### config.mk
export PLATFORM = sky130hd
export DESIGN_NAME = pulse_swallow_divider
export DESIGN_NICKNAME = d
export VERILOG_FILES = /design/src/rtl/psd_pkg.sv /design/src/rtl/psd_cfg_latch.sv /design/src/rtl/psd_prescaler.sv /design/src/rtl/psd_swallow_ctr.sv /design/src/rtl/pulse_swallow_divider.sv
export SDC_FILE = /design/constraint.sdc
export NUM_CORES = 1
export LEC_CHECK = 0
export BUFFER_PORTS_ARGS = -buffer_cell sky130_fd_sc_hd__buf_2
export CAP_MARGIN = 20
export CORE_UTILIZATION = 55
export CTS_CLUSTER_SIZE = 24
export DETAILED_ROUTE_END_ITERATION = 10
export PLACE_DENSITY = 0.75
export SYNTH_ARGS = -nofsm -noshare
export SYNTH_HDL_FRONTEND = slang
export SYNTH_HIERARCHICAL = 1
export SYNTH_SLANG_ARGS = --single-unit
### constraint.sdc
create_clock -name clk -period 4.1 [get_ports clk]
set_clock_uncertainty 0.05 [all_clocks]
set_input_delay 0.82 -clock clk [delete_from_list [all_inputs] [get_ports clk]]
set_output_delay 0.82 -clock clk [all_outputs]
set_load 0.05 [all_outputs]
### src/rtl/psd_pkg.sv
// Package: shared widths, configuration record and helper functions for the
// pulse-swallow divider. Assumes P = 2**(BASE_LOG2 + code).
package psd_pkg;

    parameter int SEL_W     = 2;
    parameter int A_W       = 6;
    parameter int B_W       = 13;
    parameter int BASE_LOG2 = 3;

    // Prescaler count width: must hold the largest P+1.
    localparam int PC_W = BASE_LOG2 + (1 << SEL_W);

    typedef struct packed {
        logic [SEL_W-1:0] sel;
        logic [A_W-1:0]   a;
        logic [B_W-1:0]   b;
    } div_cfg_t;

    // Short modulus P for a given code.
    function automatic logic [PC_W-1:0] modulus_p(input logic [SEL_W-1:0] sel);
        return PC_W'(1 << (BASE_LOG2 + int'(sel)));
    endfunction

    // Legality rule for a configuration: B nonzero, B >= A, A < P.
    function automatic logic cfg_ok(input div_cfg_t c);
        return (c.b != '0)
            && (c.b >= B_W'(c.a))
            && (PC_W'(c.a) < modulus_p(c.sel));
    endfunction

endpackage

### src/rtl/psd_cfg_latch.sv
// Holding latch: validates each loaded configuration and keeps the last
// legal one until the counters take it at a period boundary.
// Assumes `take` pulses only in the last cycle of an output period.
module psd_cfg_latch
    import psd_pkg::*;
(
    input  logic     clk,
    input  logic     rst_n,
    input  logic     load,
    input  div_cfg_t cfg_in,
    input  logic     take,
    output div_cfg_t pend_cfg,
    output logic     pend_vld,
    output logic     cfg_err
);

    // Capture legal loads, flag illegal ones, drop pending on take.
    always_ff @(posedge clk) begin
        if (!rst_n) begin
            pend_cfg <= '0;
            pend_vld <= 1'b0;
            cfg_err  <= 1'b0;
        end else begin
            if (take) begin
                pend_vld <= 1'b0;
            end
            if (load) begin
                if (cfg_ok(cfg_in)) begin
                    pend_cfg <= cfg_in;
                    pend_vld <= 1'b1;
                    cfg_err  <= 1'b0;
                end else begin
                    cfg_err  <= 1'b1;
                end
            end
        end
    end

endmodule

### src/rtl/psd_prescaler.sv
// Dual-modulus prescaler: divides by P when mod_ctl is low and by P+1 when
// it is high, with tick marking the last input cycle of each prescaler cycle.
// Assumes sel and mod_ctl change only on edges where tick is high.
module psd_prescaler
    import psd_pkg::*;
(
    input  logic             clk,
    input  logic             rst_n,
    input  logic [SEL_W-1:0] sel,
    input  logic             mod_ctl,
    output logic             tick
);

    logic [PC_W-1:0] pc;
    logic [PC_W-1:0] last_val;

    // Terminal count for the modulus currently in force.
    always_comb begin
        last_val = modulus_p(sel) - PC_W'(1) + PC_W'(mod_ctl);
        tick     = (pc == last_val);
    end

    // Free-running count that wraps at the terminal value.
    always_ff @(posedge clk) begin
        if (!rst_n) begin
            pc <= '0;
        end else if (tick) begin
            pc <= '0;
        end else begin
            pc <= pc + PC_W'(1);
        end
    end

endmodule

### src/rtl/psd_swallow_ctr.sv
// Swallow (A) and main (B) counters. They count prescaler cycles, hold the
// modulus control high while A has not expired, and mark the period end on
// the last prescaler cycle of B. Both reload together from nxt_cfg.
// Assumes the configuration obeys the legality rule (B >= 1, B >= A).
module psd_swallow_ctr
    import psd_pkg::*;
#(
    parameter logic [A_W-1:0] RST_A = '0,
    parameter logic [B_W-1:0] RST_B = B_W'(1)
) (
    input  logic     clk,
    input  logic     rst_n,
    input  logic     tick,
    input  div_cfg_t nxt_cfg,
    output logic     mod_ctl,
    output logic     period_end
);

    logic [A_W-1:0] a_rem;
    logic [B_W-1:0] b_rem;

    // Modulus select and end-of-period decode.
    always_comb begin
        mod_ctl    = (a_rem != '0);
        period_end = tick && (b_rem == B_W'(1));
    end

    // Count down per prescaler cycle, reload both at the period end.
    always_ff @(posedge clk) begin
        if (!rst_n) begin
            a_rem <= RST_A;
            b_rem <= RST_B;
        end else if (period_end) begin
            a_rem <= nxt_cfg.a;
            b_rem <= nxt_cfg.b;
        end else if (tick) begin
            b_rem <= b_rem - B_W'(1);
            if (a_rem != '0) begin
                a_rem <= a_rem - A_W'(1);
            end
        end
    end

endmodule

### src/rtl/pulse_swallow_divider.sv
// Top: pulse-swallow feedback divider, N = B*P + A. Holds the active
// configuration and switches it only at a period boundary. It registers
// the output pulse. Assumes the reset defaults form a legal configuration.
module pulse_swallow_divider
    import psd_pkg::*;
#(
    parameter logic [SEL_W-1:0] RST_SEL = '0,
    parameter logic [A_W-1:0]   RST_A   = '0,
    parameter logic [B_W-1:0]   RST_B   = B_W'(1)
) (
    input  logic             clk,
    input  logic             rst_n,
    input  logic             load,
    input  logic [SEL_W-1:0] pre_sel,
    input  logic [A_W-1:0]   swallow_in,
    input  logic [B_W-1:0]   main_in,
    output logic             div_out,
    output logic             cfg_err
);

    div_cfg_t cfg_in;
    div_cfg_t pend_cfg;
    div_cfg_t act_cfg;
    div_cfg_t nxt_cfg;
    logic     pend_vld;
    logic     tick;
    logic     mod_ctl;
    logic     period_end;

    // Gather the presented fields into one record.
    always_comb begin
        cfg_in.sel = pre_sel;
        cfg_in.a   = swallow_in;
        cfg_in.b   = main_in;
        nxt_cfg    = pend_vld ? pend_cfg : act_cfg;
    end

    psd_cfg_latch u_latch (
        .clk      (clk),
        .rst_n    (rst_n),
        .load     (load),
        .cfg_in   (cfg_in),
        .take     (period_end),
        .pend_cfg (pend_cfg),
        .pend_vld (pend_vld),
        .cfg_err  (cfg_err)
    );

    psd_prescaler u_pre (
        .clk     (clk),
        .rst_n   (rst_n),
        .sel     (act_cfg.sel),
        .mod_ctl (mod_ctl),
        .tick    (tick)
    );

    psd_swallow_ctr #(
        .RST_A (RST_A),
        .RST_B (RST_B)
    ) u_ctr (
        .clk        (clk),
        .rst_n      (rst_n),
        .tick       (tick),
        .nxt_cfg    (nxt_cfg),
        .mod_ctl    (mod_ctl),
        .period_end (period_end)
    );

    // Active configuration: replaced only at a period boundary.
    always_ff @(posedge clk) begin
        if (!rst_n) begin
            act_cfg.sel <= RST_SEL;
            act_cfg.a   <= RST_A;
            act_cfg.b   <= RST_B;
        end else if (period_end) begin
            act_cfg <= nxt_cfg;
        end
    end

    // Registered one-cycle output pulse.
    always_ff @(posedge clk) begin
        if (!rst_n) begin
            div_out <= 1'b0;
        end else begin
            div_out <= period_end;
        end
    end

endmodule

==> results.ini, run 1 <==
[timing]
timing.final.crit_share_pct=94.1
hold_viol_final=0
fin_crit_ps=3860
drv_slew=0
tightest_slew_ps=815
setup_viol=0
clock.fmax_mhz=259
max_slew_margin_pct=45.2
rsz0062_at_grt=no
whs_ps=397
setup_tns_ps=0

[final_layout]
area_delta_synth_final_pct=9.20
fin_nets=521
final_cell_mix=nand2_1, dfxtp_1, mux2i_1
mostFrequentLayoutCell=nand2_1
drive_gt1_share_pct=20.5
fillerInstances=604
multi_input_area_um2=2320
antenna_cells=0
postLayoutCoreUtil_pct=63.4
seq_area_um2=1420

[placed_design]
dp_hpwl_um=6170
port_buffers=25
gp_congestion=0.896

[critical_path]
r2r_cells=16
critical_path_class=flip-flop to flip-flop
r2r_start=u_ctr/a_rem[0]
rrSetupSlack_ps=240
required_ps=4320
endpoint_kind=flip-flop
start_kind=flip-flop
r2r_end=u_ctr/a_rem[3]
arrival_ps=4080
worstPathMaxFanout=7

[clocking]
cts_root_buffer=clkbuf_8
clk_pin_slew_ps=80
clk-insertion-delay-late_ps=350
cts_setup_buffers=0
cts.sinks=71
cts_resized=0
cts_tree=done
cts_hold_buffers=0
cts_buffers=9
cts.path.max_buffers=2
htree_num_levels=3

[die]
core_area_um2=6910
initial_core_util_pct=58.1
num_rows=30
die_h_um=87.4
fp.dieW_um=87.4
io_pins=26
dieArea_um2=7640

[detailed_routing]
drtAntennaViolNets=0
via_count=3384
routed_wl_um=8740
viasPerCell=5.80
wl_per_cell_um=15.0
dr.pass1.iters=5
drtIter0Drc=190
drc=0

[power]
p_per_area_nw_per_um2=487
p_leak_nw=1.76
vdd_drop_max_uv=288
power_mw=2.14

[global_route]
overflow=0
grt_pass1_vias=3218
grtUsageTotal_pct=24.9
antenna_found_initial=0
grt_max_degree=44
grt_pass1_wl_um=14900

[logic_synthesis]
synth-warning-count=6
post_synth.cell_area_avg_um2=8.74
synth.cell_area_um2=4010
synthCells=459

[min_path]
min_from=act_cfg[16]
worstHoldEndpoint=act_cfg[16]
hp-class=flip-flop to flip-flop
min_path_cells=2

[run_status]
status=completed

[job]
cap_violations=0

## worst max-delay path, stage by stage (launching register included)
cell and delay, ps:
dfxtp_1 330, inv_1 80, ha_1 220, nor2b_1 180, nand2_1 80, inv_1 40
ha_1 250, ha_1 250, or4b_1 470, and3_4 200, o31ai_4 220, and3_1 230
buf_4 150, or4b_1 460, a211oi_1 250, a21oi_1 70, a211oi_1 230
## power breakdown
group,switching [mW],total (mW),internal (mW)
Sequential,0.0706,0.825,0.754
Clock,0.279,0.624,0.345
Combinational,0.408,0.687,0.279
Total,0.757,2.14,1.38
## through the flow
step           instances  area, um2  setup WS, ps
2_1_floorplan        460       4020           142
3_3_place_gp         567       4160           437
3_5_place_dp         567       4160           240
4_1_cts              583       4380           229
5_1_grt              583       4380          25.8
6_report             583       4380           241
## worst max path at each step
stage / slack, ps / cells after the start / endpoint / from
3_5_place_dp: 240 / 16 / u_ctr/a_rem[3] / u_ctr/a_rem[0]
4_1_cts: 230 / 16 / u_ctr/a_rem[3] / u_ctr/a_rem[0]
2_1_floorplan: 140 / 17 / act_cfg[18] / u_ctr/a_rem[0]
6_report: 240 / 16 / u_ctr/a_rem[3] / u_ctr/a_rem[0]
3_3_place_gp: 440 / 16 / u_ctr/a_rem[3] / u_ctr/a_rem[0]
5_1_grt: 30 / 16 / u_ctr/a_rem[3] / u_ctr/a_rem[0]
## final cells by class
| type | instances | share of cell area, % |
|---|---|---|
| Tap cell | 96 | 2.74 |
| Timing Repair Buffer | 39 | 5.25 |
| Clock buffer | 9 | 2.83 |
| Sequential cell | 71 | 32.4 |
| Clock inverter | 7 | 2.20 |
| Inverter | 18 | 1.54 |
| Multi-Input combinational cell | 343 | 53.0 |
## state kept, by name, summed over array words and instances (netlist names)
signal            count
div_out               1
u_ctr/b_rem          13
act_cfg              21
u_latch/pend_cfg     21
u_ctr/a_rem           6
u_latch/pend_vld      1
u_latch/cfg_err       1
u_pre/pc              7
## metal layers
metal / global-route usage [%] / share of wire [%]
met4: 10.3 / 2.0
met1: 32.8 / 47
met3: 5.12 / 5.1
met2: 39.7 / 46
met5: 0 / 0
(Power assumes the default switching activity.)
==> run 2, diff against run 1 <==
Settings changed: PLACE_DENSITY 0.75 to 0.83.
==> run 2 against run 1 <==
Effect of this change:
- final cell count is 0.34% lower
- flip-flop and latch count did not move
- combinational power is essentially flat
- via count hardly changed
- routed wire length fell by 2.9%
- clock-buffer cell count stayed put
- largest cell class unchanged
- sequential share of layout area grew 0.25 points
- critical endpoint is now u_ctr/b_rem[0]
- utilization down 0.49 points
- critical path type unchanged
- maximum frequency is 0.15% higher
- first-iteration DRC count grew 9.5%
- highest routed layer unchanged
- die area stayed put
- critical path depth unchanged
==> results.ini, run 2 (synthesized netlist as in run 1, its figures left out) <==
[run_status]
status=completed  ; unchanged

[timing]
whs_ps=401  ; was 397 ps
setup_tns_ps=0  ; unchanged
timing.final.crit_share_pct=94.0  ; was 94.1%
rsz0062_at_grt=yes  ; was no
hold_viol_final=0  ; unchanged
clock.fmax_mhz=260  ; was 259 MHz
setup_viol=0  ; unchanged
postLayoutSetupSlackWorst_ps=247  ; was 241 ps
fin_crit_ps=3850  ; was 3860 ps
tightest_slew_ps=862  ; was 815 ps
drv_slew=0  ; unchanged
max_slew_margin_pct=42.0  ; was 45.2%

[final_layout]
fillerInstances=593  ; was 604
fin_nets=519  ; was 521
top_regs=act_cfg (21), u_latch/pend_cfg (21), u_ctr/b_rem (13)  ; unchanged
area_delta_synth_final_pct=8.36  ; was 9.20%
final_cell_mix=nand2_1, dfxtp_1, mux2i_1  ; unchanged
antenna_cells=0  ; unchanged
mostFrequentLayoutCell=nand2_1  ; unchanged
postLayoutCoreUtil_pct=63.0  ; was 63.4%
drive_gt1_share_pct=20.4  ; was 20.5%
final_cells=581  ; was 583

[critical_path]
r2r_end=u_ctr/b_rem[0]  ; was u_ctr/a_rem[3]
r2r_start=u_ctr/a_rem[0]  ; unchanged
start_kind=flip-flop  ; unchanged
critical_path_class=flip-flop to flip-flop  ; unchanged
crit_path_start=u_ctr/a_rem[0]  ; unchanged
endpoint_kind=flip-flop  ; unchanged
worstPathMaxFanout=25  ; was 7
rrSetupSlack_ps=250  ; was 240 ps
endpoint=u_ctr/b_rem[0]  ; was u_ctr/a_rem[3]
arrival_ps=4080  ; about the same
r2r_cells=16  ; unchanged
required_ps=4320  ; about the same

[clocking]
cts_tree=done  ; unchanged
clk_pin_slew_ps=90  ; was 80 ps
cts_root_buffer=clkbuf_8  ; unchanged
cts.sinks=71  ; unchanged
cts.path.max_buffers=2  ; unchanged
htree_num_levels=3  ; unchanged
clk-insertion-delay-late_ps=350  ; about the same
cts_hold_buffers=0  ; unchanged
cts_buffers=9  ; unchanged

[detailed_routing]
wl_per_cell_um=14.6  ; was 15.0 um
viasPerCell=5.83  ; was 5.80
drtAntennaViolNets=0  ; unchanged
dr.pass1.iters=4  ; was 5
drc=0  ; unchanged
via_count=3386  ; was 3384
routed_wl_um=8480  ; was 8740 um
drtIter0Drc=208  ; was 190

[placed_design]
port_buffers=25  ; unchanged
dp.cells=564  ; was 567
dp_slack_ps=237  ; was 240 ps
dp_hpwl_um=5890  ; was 6170 um
gp_congestion=0.904  ; was 0.896

[global_route]
grt_max_degree=50  ; was 44
antenna_found_initial=0  ; unchanged
grt_use_met1_pct=31.0  ; was 32.8%
grt_pass1_wl_um=14600  ; was 14900 um
grt_pass1_vias=3191  ; was 3218
top_usage_layer=met2  ; unchanged
grtUsageTotal_pct=24.3  ; was 24.9%
grt_util_met2_pct=40.4  ; was 39.7%
overflow=0  ; unchanged
grtUsageMet3_pct=5.31  ; was 5.12%

[min_path]
hp-class=flip-flop to flip-flop  ; unchanged
min_path_cells=2  ; unchanged

[die]
fp.dieW_um=87.4  ; unchanged
dieArea_um2=7640  ; unchanged
num_rows=30  ; unchanged
initial_core_util_pct=58.1  ; unchanged
io_pins=26  ; unchanged
die_h_um=87.4  ; unchanged
core_area_um2=6910  ; unchanged

[power]
p_leak_nw=1.73  ; was 1.76 nW
p_per_area_nw_per_um2=473  ; was 487 nW/um2
vdd_drop_max_uv=364  ; was 288 uV

[job]
cap_violations=0  ; unchanged

[run 2: metal layers]
layer	routed length, um	vias to the layer above	share of wire [%]
met4	103	0	1.2
met3	296	8	3.5
met1	3860	1633	45
li1	-	1689	-
met5	0	-	0
met2	4230	56	50
[run 2: area by class of cell]
cell class	count	area [um2]	share of cell area, %
Multi-Input combinational cell	344	2330	53.6
Sequential cell	71	1420	32.7
Timing Repair Buffer	36	215	4.95
Clock buffer	9	124	2.85
Tap cell	96	120	2.76
Clock inverter	7	68.8	1.58
Inverter	18	67.6	1.55
[run 2: worst min path at each step]
stage                            from     endpoint  slack [ps]
final                     act_cfg[17]  act_cfg[17]         400
after global routing      act_cfg[17]  act_cfg[17]         430
after CTS                 act_cfg[17]  act_cfg[17]         400
after detailed placement  act_cfg[17]  act_cfg[17]         390
after global placement    act_cfg[14]  act_cfg[14]         380
after floorplan           act_cfg[10]  act_cfg[10]         380
[run 2: critical path, cell delays in order, from the launching register on]
cell,delay [ps]
dfxtp_1,330
inv_1,90
ha_1,220
nor2b_1,180
nand2_1,90
inv_1,40
ha_1,260
ha_1,250
or4b_1,480
and3_4,200
o31ai_4,220
and3_1,240
and4bb_2,330
nand4_2,130
buf_4,260
and3_1,210
o31ai_1,200
[run 2: report_power, final]
part | switching, mW | internal [mW]
clock | 0.311 | 0.240
combinational | 0.411 | 0.276
sequential | 0.0651 | 0.754
[run 2: through the flow]
step / cell area, um2 / power, mW
2_1_floorplan: 4020 / 1.35
3_3_place_gp: 4140 / 1.47
3_5_place_dp: 4140 / 1.50
4_1_cts: 4330 / 2.05
5_1_grt: 4350 / 2.18
6_report: 4350 / 2.06
[run 2: timing repair]
item                                    4_1_cts  5_1_grt
setup buffers                                 0        0
gates resized for setup                       0        4
endpoints found under the setup margin        0       26
==> run 3, diff against run 2 <==
Settings changed: SYNTH_HIERARCHICAL 1 to unset.
==> run 3 against run 2 <==
Effect of this change:
- sequential share of layout area increased by 0.85 points
- total power increased by 14%
- largest power group is now combinational logic
- final area decreased by 2.5%
- combinational power increased by 41%
- register-to-register slack improved by 320 ps
- first-iteration DRC count increased by 19%
- clock power increased by 3%
- synthesized area decreased by 3.9%
- hold slack improved by 9.0 ps
- utilization decreased by 0.58 points
- non-clock buffer count decreased by 4
- via count decreased by 4.3%
==> results.ini, run 3 <==
[final_layout]
final_cell_mix=nand2_1, dfxtp_1, mux2i_1  ; unchanged
top_regs=act_cfg (21), u_latch.pend_cfg (21), u_ctr.b_rem (13)  ; was act_cfg (21), u_latch/pend_cfg (21), u_ctr/b_rem (13)
drive_gt1_share_pct=13.4  ; was 20.4%
fillerInstances=549  ; was 593
postLayoutCoreUtil_pct=62.4  ; was 63.0%
area_delta_synth_final_pct=9.93  ; was 8.36%
antenna_cells=0  ; unchanged
mostFrequentLayoutCell=nand2_1  ; unchanged
seq_area_um2=1420  ; unchanged
fin_nets=507  ; was 519
multi_input_area_um2=2270  ; was 2330 um2

[timing]
timing.final.crit_share_pct=86.2  ; was 94.0%
whs_ps=410  ; was 401 ps
setup_tns_ps=0  ; unchanged
drv_slew=0  ; unchanged
fin_crit_ps=3540  ; was 3850 ps
tightest_slew_ps=966  ; was 862 ps
setup_viol=0  ; unchanged
max_slew_margin_pct=35.6  ; was 42.0%
rsz0062_at_grt=no  ; was yes
clock.fmax_mhz=283  ; was 260 MHz
hold_viol_final=0  ; unchanged

[placed_design]
dp_hpwl_um=5810  ; was 5890 um
port_buffers=25  ; unchanged
gp_congestion=0.849  ; was 0.904

[critical_path]
rrSetupSlack_ps=560  ; was 250 ps
required_ps=4320  ; about the same
start_kind=flip-flop  ; unchanged
r2r_end=act_cfg[5]  ; was u_ctr/b_rem[0]
arrival_ps=3760  ; was 4080 ps
endpoint_kind=flip-flop  ; unchanged
r2r_cells=11  ; was 16
worstPathMaxFanout=22  ; was 25
critical_path_class=flip-flop to flip-flop  ; unchanged
r2r_start=u_ctr.a_rem[0]  ; was u_ctr/a_rem[0]

[logic_synthesis]
synthCells=449  ; was 459
yosysSeqAreaShare_pct=36.9
ys_top_cells_by_count=nand2_1, dfxtp_1, mux2i_1
netlist.area_leader.share_pct=36.9
ys_seq_elements=71
ys_top_cells_by_area=dfxtp_1, mux2i_1, nand2_1, ha_1, nor2_1
synth-edff-count=0
post_synth.cell_area_avg_um2=8.59  ; was 8.74 um2
synth.cell_area_um2=3850  ; was 4010 um2
ys_types=56
synth_area_leader_cell=dfxtp_1
synth_flop_cell=dfxtp_1
synth-async-reset-ratio_pct=0
synth-warning-count=0  ; was 6
synth.most_common_cell=nand2_1

[power]
power.share.sequential_pct=34.6  ; was 39.8%
p_sw_uw=962  ; was 788 uW
vdd_drop_max_uv=245  ; was 364 uV
switching_share_pct=40.9  ; was 38.3%
p_leak_nw=1.64  ; was 1.73 nW
p_int_mw=1.39  ; was 1.27 mW
p_per_area_nw_per_um2=555  ; was 473 nW/um2
p_comb_share_pct=41.1  ; was 33.4%
power.share.clock_pct=24.2  ; was 26.8%

[detailed_routing]
routed_wl_um=8440  ; was 8480 um
drc=0  ; unchanged
via_count=3239  ; was 3386
dr.pass1.iters=4  ; unchanged
drtIter0Drc=248  ; was 208
drtAntennaViolNets=0  ; unchanged
viasPerCell=5.71  ; was 5.83
wl_per_cell_um=14.9  ; was 14.6 um

[die]
io_pins=26  ; unchanged
initial_core_util_pct=56.7  ; was 58.1%
fp.dieW_um=85.7  ; was 87.4 um
die_h_um=85.7  ; was 87.4 um
core_area_um2=6790  ; was 6910 um2
dieArea_um2=7350  ; was 7640 um2
num_rows=30  ; unchanged

[run_status]
status=completed  ; unchanged

[global_route]
antenna_found_initial=0  ; unchanged
grt_max_degree=57  ; was 50
grtUsageTotal_pct=24.7  ; was 24.3%
grt_pass1_vias=3098  ; was 3191
overflow=0  ; unchanged
grt_pass1_wl_um=14300  ; was 14600 um

[clocking]
htree_num_levels=3  ; unchanged
cts_tree=done  ; unchanged
cts.path.max_buffers=2  ; unchanged
cts_root_buffer=clkbuf_8  ; unchanged
cts_hold_buffers=0  ; unchanged
cts.sinks=71  ; unchanged
clk-insertion-delay-late_ps=360  ; was 350 ps
cts_buffers=9  ; unchanged
cts_setup_buffers=0  ; unchanged
clk_pin_slew_ps=70  ; was 90 ps

[job]
cap_violations=0  ; unchanged

[min_path]
min_from=act_cfg[9]  ; was act_cfg[17]
hp-class=flip-flop to flip-flop  ; unchanged
worstHoldEndpoint=act_cfg[9]  ; was act_cfg[17]
min_path_cells=2  ; unchanged

run 3: cell type report:
type                            count  share of cell area (%)
Inverter                           13                    1.15
Sequential cell                    71                    33.5
Tap cell                           96                    2.83
Clock inverter                      5                    1.36
Timing Repair Buffer               32                    4.19
Multi-Input combinational cell    339                    53.6
Clock buffer                       11                    3.34
run 3: logic make-up (layout without fill, tap and decap cells):
kind of cell,after synthesis,in the layout,share of synthesized area [%]
XOR/XNOR,9,9,2.04
buffers and inverters,42,61,4.74
other,1,4,0.0973
adder cells (fa/ha/maj),17,17,5.52
AND/OR/NAND/NOR,178,178,21.7
multiplexers,59,59,15.4
flip-flops,71,71,36.9
AO/OA/AOI/OAI,72,72,13.5
run 3: worst max-delay path by stage:
stage / start / end / depth (start not counted)
global route: u_ctr.a_rem[0] / u_ctr.b_rem[12] / 12
finish: u_ctr.a_rem[0] / act_cfg[5] / 11
CTS: u_ctr.a_rem[0] / act_cfg[5] / 11
global placement: u_ctr.a_rem[0] / act_cfg[3] / 11
detailed placement: u_ctr.a_rem[0] / act_cfg[5] / 11
floorplan: u_ctr.a_rem[0] / u_ctr.b_rem[12] / 12
run 3: critical path, cell delays in order, from the launching register on:
cell       delay, ps
dfxtp_1          320
inv_1             90
ha_1             210
nand2_1          110
nor3_2           340
ha_1             320
ha_1             270
o21ai_0          170
a2111oi_4        410
o211ai_4         310
nor2_4           560
mux2i_1          270
run 3: power by group through the flow:
stage	Sequential [mW]	Clock, mW	Combinational, mW
2_1_floorplan	0.815	0	0.801
3_3_place_gp	0.823	0	0.914
3_5_place_dp	0.827	0	0.944
4_1_cts	0.812	0.574	0.955
5_1_grt	0.823	0.610	1.07
6_report	0.814	0.570	0.968
run 3: metrics by stage:
step	worst slack [ps]	cell area, um2	std cells	total power [mW]
floorplan	1040	3870	452	1.62
global placement	706	4030	551	1.74
global route	254	4240	567	2.50
finish	564	4240	567	2.35
detailed placement	477	4030	551	1.77
CTS	396	4230	567	2.34
run 3: layer usage:
layer	vias to the layer above	GRT usage (%)	share of wire [%]
met5	-	0	0
met4	0	9.39	2.2
met3	18	6.64	5.0
met2	92	40.4	48
met1	1514	31.2	44
li1	1615	-	-
run 3: repair_timing:
action,CTS,global route
hold endpoints to repair,0,0
setup endpoints to repair,0,2
gates resized for setup,0,1
